--- src/rtl/cpx_pkg.sv ---
// Shared offsets, bit positions and region type for the host register block.
// Assumes a 10-bit local offset space; the host bus may be wider.
package cpx_pkg;
    localparam int OFF_W      = 10;
    localparam int STAT_GO    = 5;
    localparam int STAT_IRQ   = 15;
    localparam int PREF_REG   = 14;
    // Control block slot numbers (offset 0x030 + slot).
    localparam logic [3:0] SL_STAT_LO = 4'h0;
    localparam logic [3:0] SL_STAT_HI = 4'h1;
    localparam logic [3:0] SL_BRAM    = 4'h3;
    localparam logic [3:0] SL_PBANK   = 4'h4;
    localparam logic [3:0] SL_ROMB    = 4'h6;
    localparam logic [3:0] SL_CFG     = 4'h7;
    localparam logic [3:0] SL_SBASE   = 4'h8;
    localparam logic [3:0] SL_CLK     = 4'h9;
    localparam logic [3:0] SL_SMODE   = 4'hA;
    localparam logic [3:0] SL_VER     = 4'hB;
    localparam logic [3:0] SL_RAMB    = 4'hC;
    localparam logic [3:0] SL_CB_LO   = 4'hE;
    localparam logic [3:0] SL_CB_HI   = 4'hF;

    typedef enum logic [1:0] {
        RG_NONE  = 2'd0,
        RG_GPR   = 2'd1,
        RG_CTRL  = 2'd2,
        RG_CACHE = 2'd3
    } region_t;
endpackage

--- src/rtl/cpx_host_decode.sv ---
// Region decoder: classifies a 10-bit local offset.
// Assumes offsets outside the three regions are unmapped.
module cpx_host_decode
    import cpx_pkg::*;
(
    input  logic [OFF_W-1:0] off,
    output region_t          region
);
    // Pick the region from the upper offset bits.
    always_comb begin
        if (off[9:5] == 5'b0)
            region = RG_GPR;
        else if (off[9:4] == 6'h03)
            region = RG_CTRL;
        else if (off[9:8] == 2'b01 || off[9:8] == 2'b10)
            region = RG_CACHE;
        else
            region = RG_NONE;
    end
endmodule

--- src/rtl/cpx_gpr_file.sv ---
// General register file: NREG registers of 2*8 bits, written one byte at a
// time by the host, read by byte for the host and by word for the core.
// Assumes at most one write per cycle.
module cpx_gpr_file #(
    parameter int NREG = 16,
    localparam int IW  = $clog2(NREG)
) (
    input  logic          clk,
    input  logic          rst_n,
    input  logic          we,
    input  logic [IW-1:0] idx,
    input  logic          hi,
    input  logic [7:0]    wdata,
    output logic [7:0]    rdata,
    input  logic [IW-1:0] core_sel,
    output logic [15:0]   core_data
);
    logic [15:0] regs [NREG];

    // One register per generate slot, each byte written on its own.
    for (genvar i = 0; i < NREG; i++) begin : g_reg
        always_ff @(posedge clk) begin
            if (!rst_n)
                regs[i] <= '0;
            else if (we && idx == IW'(i)) begin
                if (hi) regs[i][15:8] <= wdata;
                else    regs[i][7:0]  <= wdata;
            end
        end

        assert_keep_high_R3: assert property (@(posedge clk) disable iff (!rst_n)
            (we && idx == IW'(i) && !hi) |=> $stable(regs[i][15:8]));
        assert_keep_low_R3: assert property (@(posedge clk) disable iff (!rst_n)
            (we && idx == IW'(i) && hi) |=> $stable(regs[i][7:0]));
    end

    // Byte readback for the host.
    assign rdata     = hi ? regs[idx][15:8] : regs[idx][7:0];
    // Word readback for the core.
    assign core_data = regs[core_sel];
endmodule

--- src/rtl/cpx_ctrl_regs.sv ---
// Control block: status word, bank and configuration registers, cache base
// and the flush pulse. Assumes we/re are already qualified for the control
// region and that the host never strobes both in one cycle.
module cpx_ctrl_regs
    import cpx_pkg::*;
#(
    parameter logic [7:0] VERSION = 8'h04
) (
    input  logic        clk,
    input  logic        rst_n,
    input  logic        we,
    input  logic        re,
    input  logic [3:0]  slot,
    input  logic [7:0]  wdata,
    input  logic        go_set,
    input  logic        core_irq_set,
    input  logic        core_cbr_we,
    input  logic [15:0] core_cbr_data,
    input  logic [7:0]  rom_bank,
    input  logic [7:0]  ram_bank,
    output logic [7:0]  rdata,
    output logic        go,
    output logic        irq,
    output logic        flush,
    output logic [15:0] cache_base,
    output logic [6:0]  prog_bank,
    output logic        bram_en,
    output logic        clk_sel,
    output logic [7:0]  cfg_byte,
    output logic [7:0]  screen_base,
    output logic [7:0]  screen_mode
);
    logic [15:0] stat, stat_n;
    logic        stop;

    // A host write of the low status byte that drops the start bit.
    assign stop = we && slot == SL_STAT_LO && stat[STAT_GO] && !wdata[STAT_GO];

    // Next status word; a core interrupt set wins over a read clear.
    always_comb begin
        stat_n = stat;
        if (go_set)                      stat_n[STAT_GO]  = 1'b1;
        if (we && slot == SL_STAT_LO)    stat_n[7:0]      = wdata;
        if (we && slot == SL_STAT_HI)    stat_n[15:8]     = wdata;
        if (re && slot == SL_STAT_HI)    stat_n[STAT_IRQ] = 1'b0;
        if (core_irq_set)                stat_n[STAT_IRQ] = 1'b1;
    end

    // Status word register.
    always_ff @(posedge clk) begin
        if (!rst_n) stat <= '0;
        else        stat <= stat_n;
    end

    // Cache base: cleared by a stop, otherwise loaded by the core.
    always_ff @(posedge clk) begin
        if (!rst_n)           cache_base <= '0;
        else if (stop)        cache_base <= '0;
        else if (core_cbr_we) cache_base <= core_cbr_data;
    end

    // Flush pulse after a stop or a program bank write.
    always_ff @(posedge clk) begin
        if (!rst_n) flush <= 1'b0;
        else        flush <= stop || (we && slot == SL_PBANK);
    end

    // Host-writable configuration and bank registers.
    always_ff @(posedge clk) begin
        if (!rst_n) begin
            prog_bank   <= '0;
            bram_en     <= 1'b0;
            clk_sel     <= 1'b0;
            cfg_byte    <= '0;
            screen_base <= '0;
            screen_mode <= '0;
        end else if (we) begin
            case (slot)
                SL_PBANK: prog_bank   <= wdata[6:0];
                SL_BRAM:  bram_en     <= wdata[0];
                SL_CLK:   clk_sel     <= wdata[0];
                SL_CFG:   cfg_byte    <= wdata;
                SL_SBASE: screen_base <= wdata;
                SL_SMODE: screen_mode <= wdata;
                default: ;
            endcase
        end
    end

    // Readback mux; write-only slots read as zero.
    always_comb begin
        case (slot)
            SL_STAT_LO: rdata = stat[7:0];
            SL_STAT_HI: rdata = stat[15:8];
            SL_PBANK:   rdata = {1'b0, prog_bank};
            SL_ROMB:    rdata = rom_bank;
            SL_VER:     rdata = VERSION;
            SL_RAMB:    rdata = ram_bank;
            SL_CB_LO:   rdata = cache_base[7:0];
            SL_CB_HI:   rdata = cache_base[15:8];
            default:    rdata = 8'h00;
        endcase
    end

    assign go  = stat[STAT_GO];
    assign irq = stat[STAT_IRQ];

    assert_irq_clear_R6: assert property (@(posedge clk) disable iff (!rst_n)
        (re && slot == SL_STAT_HI && !core_irq_set) |=> !irq);
    assert_irq_set_wins_R6: assert property (@(posedge clk) disable iff (!rst_n)
        core_irq_set |=> irq);
    assert_go_start_R5: assert property (@(posedge clk) disable iff (!rst_n)
        go_set |=> go);
    assert_stop_clears_R7: assert property (@(posedge clk) disable iff (!rst_n)
        stop |=> (cache_base == 16'h0 && flush && !go));
    assert_pbank_flush_R8: assert property (@(posedge clk) disable iff (!rst_n)
        (we && slot == SL_PBANK) |=> flush);
endmodule

--- src/rtl/cpx_host_regs.sv ---
// Host register interface top: decodes the low ten host address bits,
// routes accesses to the general registers, the control block or the cache
// window, and produces the prefetch pulse. Assumes one-cycle strobes.
module cpx_host_regs
    import cpx_pkg::*;
#(
    parameter int         HOST_AW = 24,
    parameter logic [7:0] VERSION = 8'h04,
    localparam int        NREG    = 16,
    localparam int        RIW     = $clog2(NREG)
) (
    input  logic               clk,
    input  logic               rst_n,
    input  logic [HOST_AW-1:0] host_addr,
    input  logic [7:0]         host_wdata,
    input  logic               host_rd,
    input  logic               host_wr,
    output logic [7:0]         host_rdata,
    output logic               cache_rd,
    output logic               cache_wr,
    output logic [8:0]         cache_idx,
    output logic [7:0]         cache_wdata,
    input  logic [7:0]         cache_rdata,
    output logic               cache_flush,
    output logic               rom_prefetch,
    output logic               core_go,
    output logic               host_irq,
    input  logic               core_irq_set,
    input  logic               core_cbr_we,
    input  logic [15:0]        core_cbr_data,
    input  logic [7:0]         rom_bank,
    input  logic [7:0]         ram_bank,
    input  logic [RIW-1:0]     core_reg_sel,
    output logic [15:0]        core_reg_data,
    output logic [15:0]        cache_base,
    output logic [6:0]         prog_bank,
    output logic               bram_en,
    output logic               clk_sel,
    output logic [7:0]         cfg_byte,
    output logic [7:0]         screen_base,
    output logic [7:0]         screen_mode
);
    logic [OFF_W-1:0] off;
    logic             unused_hi_addr;
    region_t          region;
    logic [7:0]       gpr_rdata, ctrl_rdata;
    logic             gpr_we, ctrl_we, ctrl_re, go_set;

    assign off            = host_addr[OFF_W-1:0];
    assign unused_hi_addr = ^host_addr[HOST_AW-1:OFF_W];

    cpx_host_decode u_dec (
        .off    (off),
        .region (region)
    );

    assign gpr_we  = host_wr && region == RG_GPR;
    assign ctrl_we = host_wr && region == RG_CTRL;
    assign ctrl_re = host_rd && region == RG_CTRL;
    assign go_set  = gpr_we && off[4:0] == 5'h1F;

    cpx_gpr_file #(.NREG(NREG)) u_gpr (
        .clk       (clk),
        .rst_n     (rst_n),
        .we        (gpr_we),
        .idx       (off[RIW:1]),
        .hi        (off[0]),
        .wdata     (host_wdata),
        .rdata     (gpr_rdata),
        .core_sel  (core_reg_sel),
        .core_data (core_reg_data)
    );

    cpx_ctrl_regs #(.VERSION(VERSION)) u_ctrl (
        .clk           (clk),
        .rst_n         (rst_n),
        .we            (ctrl_we),
        .re            (ctrl_re),
        .slot          (off[3:0]),
        .wdata         (host_wdata),
        .go_set        (go_set),
        .core_irq_set  (core_irq_set),
        .core_cbr_we   (core_cbr_we),
        .core_cbr_data (core_cbr_data),
        .rom_bank      (rom_bank),
        .ram_bank      (ram_bank),
        .rdata         (ctrl_rdata),
        .go            (core_go),
        .irq           (host_irq),
        .flush         (cache_flush),
        .cache_base    (cache_base),
        .prog_bank     (prog_bank),
        .bram_en       (bram_en),
        .clk_sel       (clk_sel),
        .cfg_byte      (cfg_byte),
        .screen_base   (screen_base),
        .screen_mode   (screen_mode)
    );

    // Cache window: offset - 0x100 equals {offset[9], offset[7:0]} in range.
    assign cache_rd    = host_rd && region == RG_CACHE;
    assign cache_wr    = host_wr && region == RG_CACHE;
    assign cache_idx   = {off[9], off[7:0]};
    assign cache_wdata = host_wdata;

    // Prefetch pulse after any byte write to the prefetch register.
    always_ff @(posedge clk) begin
        if (!rst_n) rom_prefetch <= 1'b0;
        else        rom_prefetch <= gpr_we && off[RIW:1] == RIW'(PREF_REG);
    end

    // Host read data mux, zero without a read strobe.
    always_comb begin
        if (!host_rd)
            host_rdata = 8'h00;
        else begin
            case (region)
                RG_GPR:   host_rdata = gpr_rdata;
                RG_CTRL:  host_rdata = ctrl_rdata;
                RG_CACHE: host_rdata = cache_rdata;
                default:  host_rdata = 8'h00;
            endcase
        end
    end

    assert_prefetch_cause_R4: assert property (@(posedge clk) disable iff (!rst_n)
        rom_prefetch |-> $past(host_wr) && $past(host_addr[OFF_W-1:1]) == 9'h00E);
    assert_pulse_needs_write_R11: assert property (@(posedge clk) disable iff (!rst_n)
        (cache_flush || rom_prefetch) |-> $past(host_wr));
    assert_cache_window_R2: assert property (@(posedge clk) disable iff (!rst_n)
        (cache_rd || cache_wr) |-> (off >= 10'h100 && off <= 10'h2FF));
endmodule

--- config.mk ---
export PLATFORM = sky130hd
export DESIGN_NAME = cpx_host_regs
export DESIGN_NICKNAME = d
export VERILOG_FILES = /design/src/rtl/cpx_pkg.sv /design/src/rtl/cpx_host_decode.sv /design/src/rtl/cpx_gpr_file.sv /design/src/rtl/cpx_ctrl_regs.sv /design/src/rtl/cpx_host_regs.sv
export SDC_FILE = /design/constraint.sdc
export NUM_CORES = 1
export LEC_CHECK = 0
export BUFFER_PORTS_ARGS = -buffer_cell sky130_fd_sc_hd__buf_2
export CORE_ASPECT_RATIO = 1.2
export CORE_MARGIN = 2
export CORE_UTILIZATION = 64
export DETAILED_ROUTE_END_ITERATION = 6
export PLACE_DENSITY = 0.95
export SLEW_MARGIN = 20
export SYNTH_ARGS = -nofsm -noshare
export SYNTH_HDL_FRONTEND = slang
export SYNTH_SLANG_ARGS = --single-unit
--- constraint.sdc ---
create_clock -name clk -period 5 [get_ports clk]
set_input_delay 0.75 -clock clk [delete_from_list [all_inputs] [get_ports clk]]
set_output_delay 0.75 -clock clk [all_outputs]
set_load 0.05 [all_outputs]
### After elaboration in Yosys (flattened, before gate mapping)

Memory sizes are Yosys's and may differ from the RTL's.
Cells that the tools add are included.

* flip-flop bits (word level): 67
* bits in writable memories: 256
* bits of input ports: 82
* output and inout port bits: 96
* logic and storage cells: 267
* memories kept: 1

* equality and inequality tests: 34
* mux-type cells: 143
* bitwise logic cells: 33
* reductions and logical operators: 43

Memories
* u_gpr.regs: words 16, bits a word 16, rd ports 2, clocked after Yosys merged registers in 0, write ports 16, line cpx_gpr_file.sv:18 `logic [15:0] regs [NREG];`

Operators by type and width (number)
* two-way mux 8 bit: 35
* two-way mux 1 bit: 102
* case mux 8 bit (8 select lines): 1
* == test 4 bit (second input constant): 15
* bitwise OR 1 bit: 32
* == test 4 x 3 -> 1 bit (second input constant): 7
* logical AND 1 bit: 28
* case mux 8 bit (3 select lines): 1
* == test 4 x 2 -> 1 bit (second input constant): 3
* AND reduction 2 bit: 6
* == test 4 x 1 -> 1 bit (second input constant): 2
* logical NOT 4 bit: 2
* == test 2 bit (second input constant): 3
* == test 6 x 2 -> 1 bit (second input constant): 1
* two-way mux 2 bit: 3
* two-way mux 6 bit: 1
* == test 5 bit (second input constant): 1
* logical NOT 5 bit: 1
* == test 2 x 1 -> 1 bit (second input constant): 2
* nonzero test 3 bit: 1
* logical OR 1 bit: 2
* nonzero test 2 bit: 1
* OR reduction 2 bit: 1
* logical NOT 1 bit: 1
* inverter 1 bit: 1

### Logic depth before layout (Yosys ltp)

* depth in word-level cells: 12
* gate-level depth with buffers: 9
* depth with buffers taken out: 6

### By module

From an unflattened synthesis, not the netlist that was laid out.

* cell total of the unflattened synthesis: 1355
* area total of the unflattened synthesis: 17510.5 um^2

By module, submodules not included
* cpx_gpr_file: times used 1, cells an instance 911, area an instance 13849.5 um^2, seq. area each 7687.4 um^2
* cpx_ctrl_regs: times used 1, cells an instance 378, area an instance 3170.5 um^2, seq. area each 1321.3 um^2
* cpx_host_regs: times used 1, cells an instance 58, area an instance 421.7 um^2, seq. area each 20.0 um^2
* cpx_host_decode: times used 1, cells an instance 8, area an instance 68.8 um^2, seq. area each 0.0 um^2

### Worst setup path before layout

OpenSTA, ideal clock, no wires.

* path type: in2out
* start: in host_addr[1]
* end: out host_rdata[4]
* arrival time: 3.127 ns
* required time: 4.250 ns
* slack: 1.123 ns
* cell stages on the path: 7
* path buffers: 3
* cell sequence: buf_2 -> buf_4 -> or3b_1 -> clkbuf_1 -> o221ai_1 -> a221oi_1 -> o32ai_1

* word-level cells in the longest chain between the ends: 4
* elaborated cells on any way between the ends: 13
* classes of those cells: eq/ne (7); mux (4); reduce/logical (1); memory (1)

RTL lines
* from (decl): line cpx_host_regs.sv:14 `input logic [HOST_AW-1:0] host_addr,`
* memory (16 x 16 bit), or another cell as far along
* two-way mux 8 bit / case mux 8 bit (8 select lines) (equally long branches): line cpx_gpr_file.sv:38, cpx_ctrl_regs.sv:92
* case mux 8 bit (3 select lines) *: line cpx_host_regs.sv:117 `case (region)`
* two-way mux 8 bit *: line cpx_host_regs.sv:114 `if (!host_rd)`
* to (decl): line cpx_host_regs.sv:18 `output logic [7:0] host_rdata,`

Every way passes the cells marked *; elsewhere a longest branch is shown, timed or not.

### Worst setup path after layout

Same ends and word-level chain as after synthesis.

==> impl_metrics.ini <==
[worst_hold_path]
hold_class = primary input to flop
min_from = core_irq_set
worstHoldEndpoint = u_ctrl.stat[15]
hold_depth = 2

[yosys]
synth_nets = 1369
post_synth_main_area_contributors = edfxtp_1 (44%), mux4_2 (16%), and2_1 (9.4%)
ys.flop_type = edfxtp_1
synth_top_family_by_area = multiplexers
synth-async-reset-ratio = 0
syn_inst = 1286
synth-seq-area-share = 0.520
synth_area_mm2 = 0.0174
synth_enable_flop_cells = 256
synth-compound-area-share = 0.0483
syn_area_per_cell_um2 = 13.5
yosys_warnings = 0
synth_top_area_cell = edfxtp_1
synthDistinctLibCells = 67
muxShareOfSynthArea = 0.233
synth_top_area_share = 0.442
yosys.area_share.adder = 0.000720
synth_xor_area_frac = 0
ys_ff_latch = 323
synth_commonest_cells = and2_1 (260), edfxtp_1 (256), mux4_2 (127)
synth-simple-area-share = 0.161
synth.most_common_cell = and2_1

[timing]
min_period_ns = 4.47
setup-violations-final = 0
clock_skew_ns = 0.0110
rsz0062_at_grt = no
maxSlewHeadroom = 0.221
max_slew.worst_pin.slew_ns = 1.16
fmax_ghz = 0.224
drv_slew = 0
hold_viol_final = 0
final.period_utilization = 0.894
fin_tns_setup_ns = 0

[global_routing]
grt-ovfl-total = 0
grt_max_degree = 45
antenna_found_initial = 3
first_global_vias = 12800
grt.total_usage = 0.369
grt_pass1_wl_um = 78200

[pwr]
peakVddDrop_v = 0.000214
power_leakage_uw = 0.00718
power_uw = 6320
cellPowerDensity_mw_per_mm2 = 324

[clocking]
ctsRootBufferMaster = clkbuf_16
htree_levels = 1
cts_setup_buffers = 0
cts-hold-fix-buffers = 0
tritoncts = built
cts_resized = 0
clk_pin_slew_ns = 0.06
cts_buffers = 31
clk_latency_ns = 0.57
cts.sink_count = 323
clock_path_buffers = 3

[layout]
finalNetCount = 1491
multi_input_area_mm2 = 0.00771
seqCellArea_mm2 = 0.00903
fillers = 1444
syn_to_final_growth_pct = 12.0
drive_gt1_frac = 0.292

[floorplan]
die_area_mm2 = 0.0285
core_area_mm2 = 0.0269
start_util = 0.646
die_h_um = 185
boundaryPins = 178
row_count = 66
die_w_um = 154

[critical_path]
worstSetupPathType = primary input to output pin
r2r_end = u_ctrl.cache_base[10]
ff2ff_setup_slack_ns = 3.78
crit_path_end_kind = output pin
start_kind = primary input
reg2reg_depth = 3
required_ns = 4.25
rr_startpoint = u_ctrl.stat[5]
crit_arrival_ns = 3.72
worstPathMaxFanout = 38

[routing]
wl_um = 52800
vias = 13000
ant_nets = 0
dr.pass1.iters = 7
drt_iter0_drc = 2240
route.detailed.drc = 5
post_drt_wl_per_cell_um = 29.8
via_per_inst = 7.34

[placement]
io_buffers = 163
dp_hpwl_um = 33600
gp_congestion = 0.994

[status]
status = finished with violations
violations = design-rule violations

[job]
cap_violations = 0
## critical path, cell delays in order
cell	delay, ns
buf_4	0.63
mux4_2	0.60
mux2_2	0.29
a221oi_1	0.89
o32ai_1	0.27
buf_2	0.28
## flip-flops by register name (all words and copies together), names as in the netlist
| name | cells |
|---|---|
| u_ctrl.bram_en | 1 |
| u_ctrl.cache_base | 16 |
| u_ctrl.stat | 16 |
| u_gpr.regs | 256 |
| rom_prefetch | 1 |
| u_ctrl.screen_base | 8 |
| u_ctrl.clk_sel | 1 |
| u_ctrl.flush | 1 |
| u_ctrl.screen_mode | 8 |
| u_ctrl.cfg_byte | 8 |
| u_ctrl.prog_bank | 7 |
## worst max path at each step
stage	start	end	slack, ns	depth (start not counted)
6_report	host_addr[1]	host_rdata[4]	0.53	6
5_1_grt	host_addr[1]	host_rdata[4]	0.56	6
4_1_cts	host_addr[1]	host_rdata[4]	0.89	6
3_5_place_dp	host_addr[1]	host_rdata[5]	0.92	8
3_3_place_gp	host_addr[1]	host_rdata[5]	0.96	8
2_1_floorplan	host_addr[1]	host_rdata[4]	1.12	7
## kinds of logic after synthesis
logic type | count (synthesis)
simple gates | 464
flops | 323
mux | 245
buf+inv | 130
compound gates | 123
fa+ha+maj | 1
## metrics by stage
step           worst slack [ns]  cells  area [um2]   util  hold WS, ns
5_1_grt                   0.562   1773       19500  0.723        0.400
2_1_floorplan              1.12   1286       17400      -        0.478
3_5_place_dp              0.923   1715       18500  0.686        0.497
4_1_cts                   0.895   1772       19500  0.723        0.387
3_3_place_gp              0.958   1715       18500  0.686        0.491
6_report                  0.528   1773       19500  0.723        0.398
## routing by layer
metal	share of wire	track usage
met1	0.31	0.448
met2	0.45	0.578
met5	0.00044	0
met4	0.086	0.250
met3	0.15	0.106
## area by class of cell
| class | instances | area share |
|---|---|---|
| diodes | 1 | 0.000129 |
| flip-flops and latches | 323 | 0.464 |
| repair buffers | 216 | 0.0672 |
| well taps | 340 | 0.0218 |
| clock buffers | 36 | 0.0408 |
| inverters | 3 | 0.000578 |
| multi-input cells | 833 | 0.396 |
| clock inverters | 21 | 0.00951 |
## report_power, final
| group | leakage [uW] | internal [uW] | switching [uW] |
|---|---|---|---|
| registers | 0.00297 | 3010 | 79.3 |
| logic | 0.00374 | 328 | 578 |
| clock network | 0.000476 | 1290 | 1030 |
| total | 0.00718 | 4630 | 1690 |
## placed cells by master, fill, tap and decap left out, types with 6 or more instances in the layout
cell       instances
a21oi_1            6
a22oi_1           16
and2_1           260
and3_1             7
buf_12             7
buf_2            160
buf_4             49
clkbuf_16         31
clkinv_1           6
clkinv_2           7
dfxtp_1           67
edfxtp_1         256
mux2_2            13
mux2i_1          105
mux4_2           127
nand2_1           25
nand3_1           11
nor2_1            64
nor2b_1           56
o21ai_0           41
o221ai_1           9
o22ai_1            6
o32ai_1            6
(Power assumes the default switching activity.)
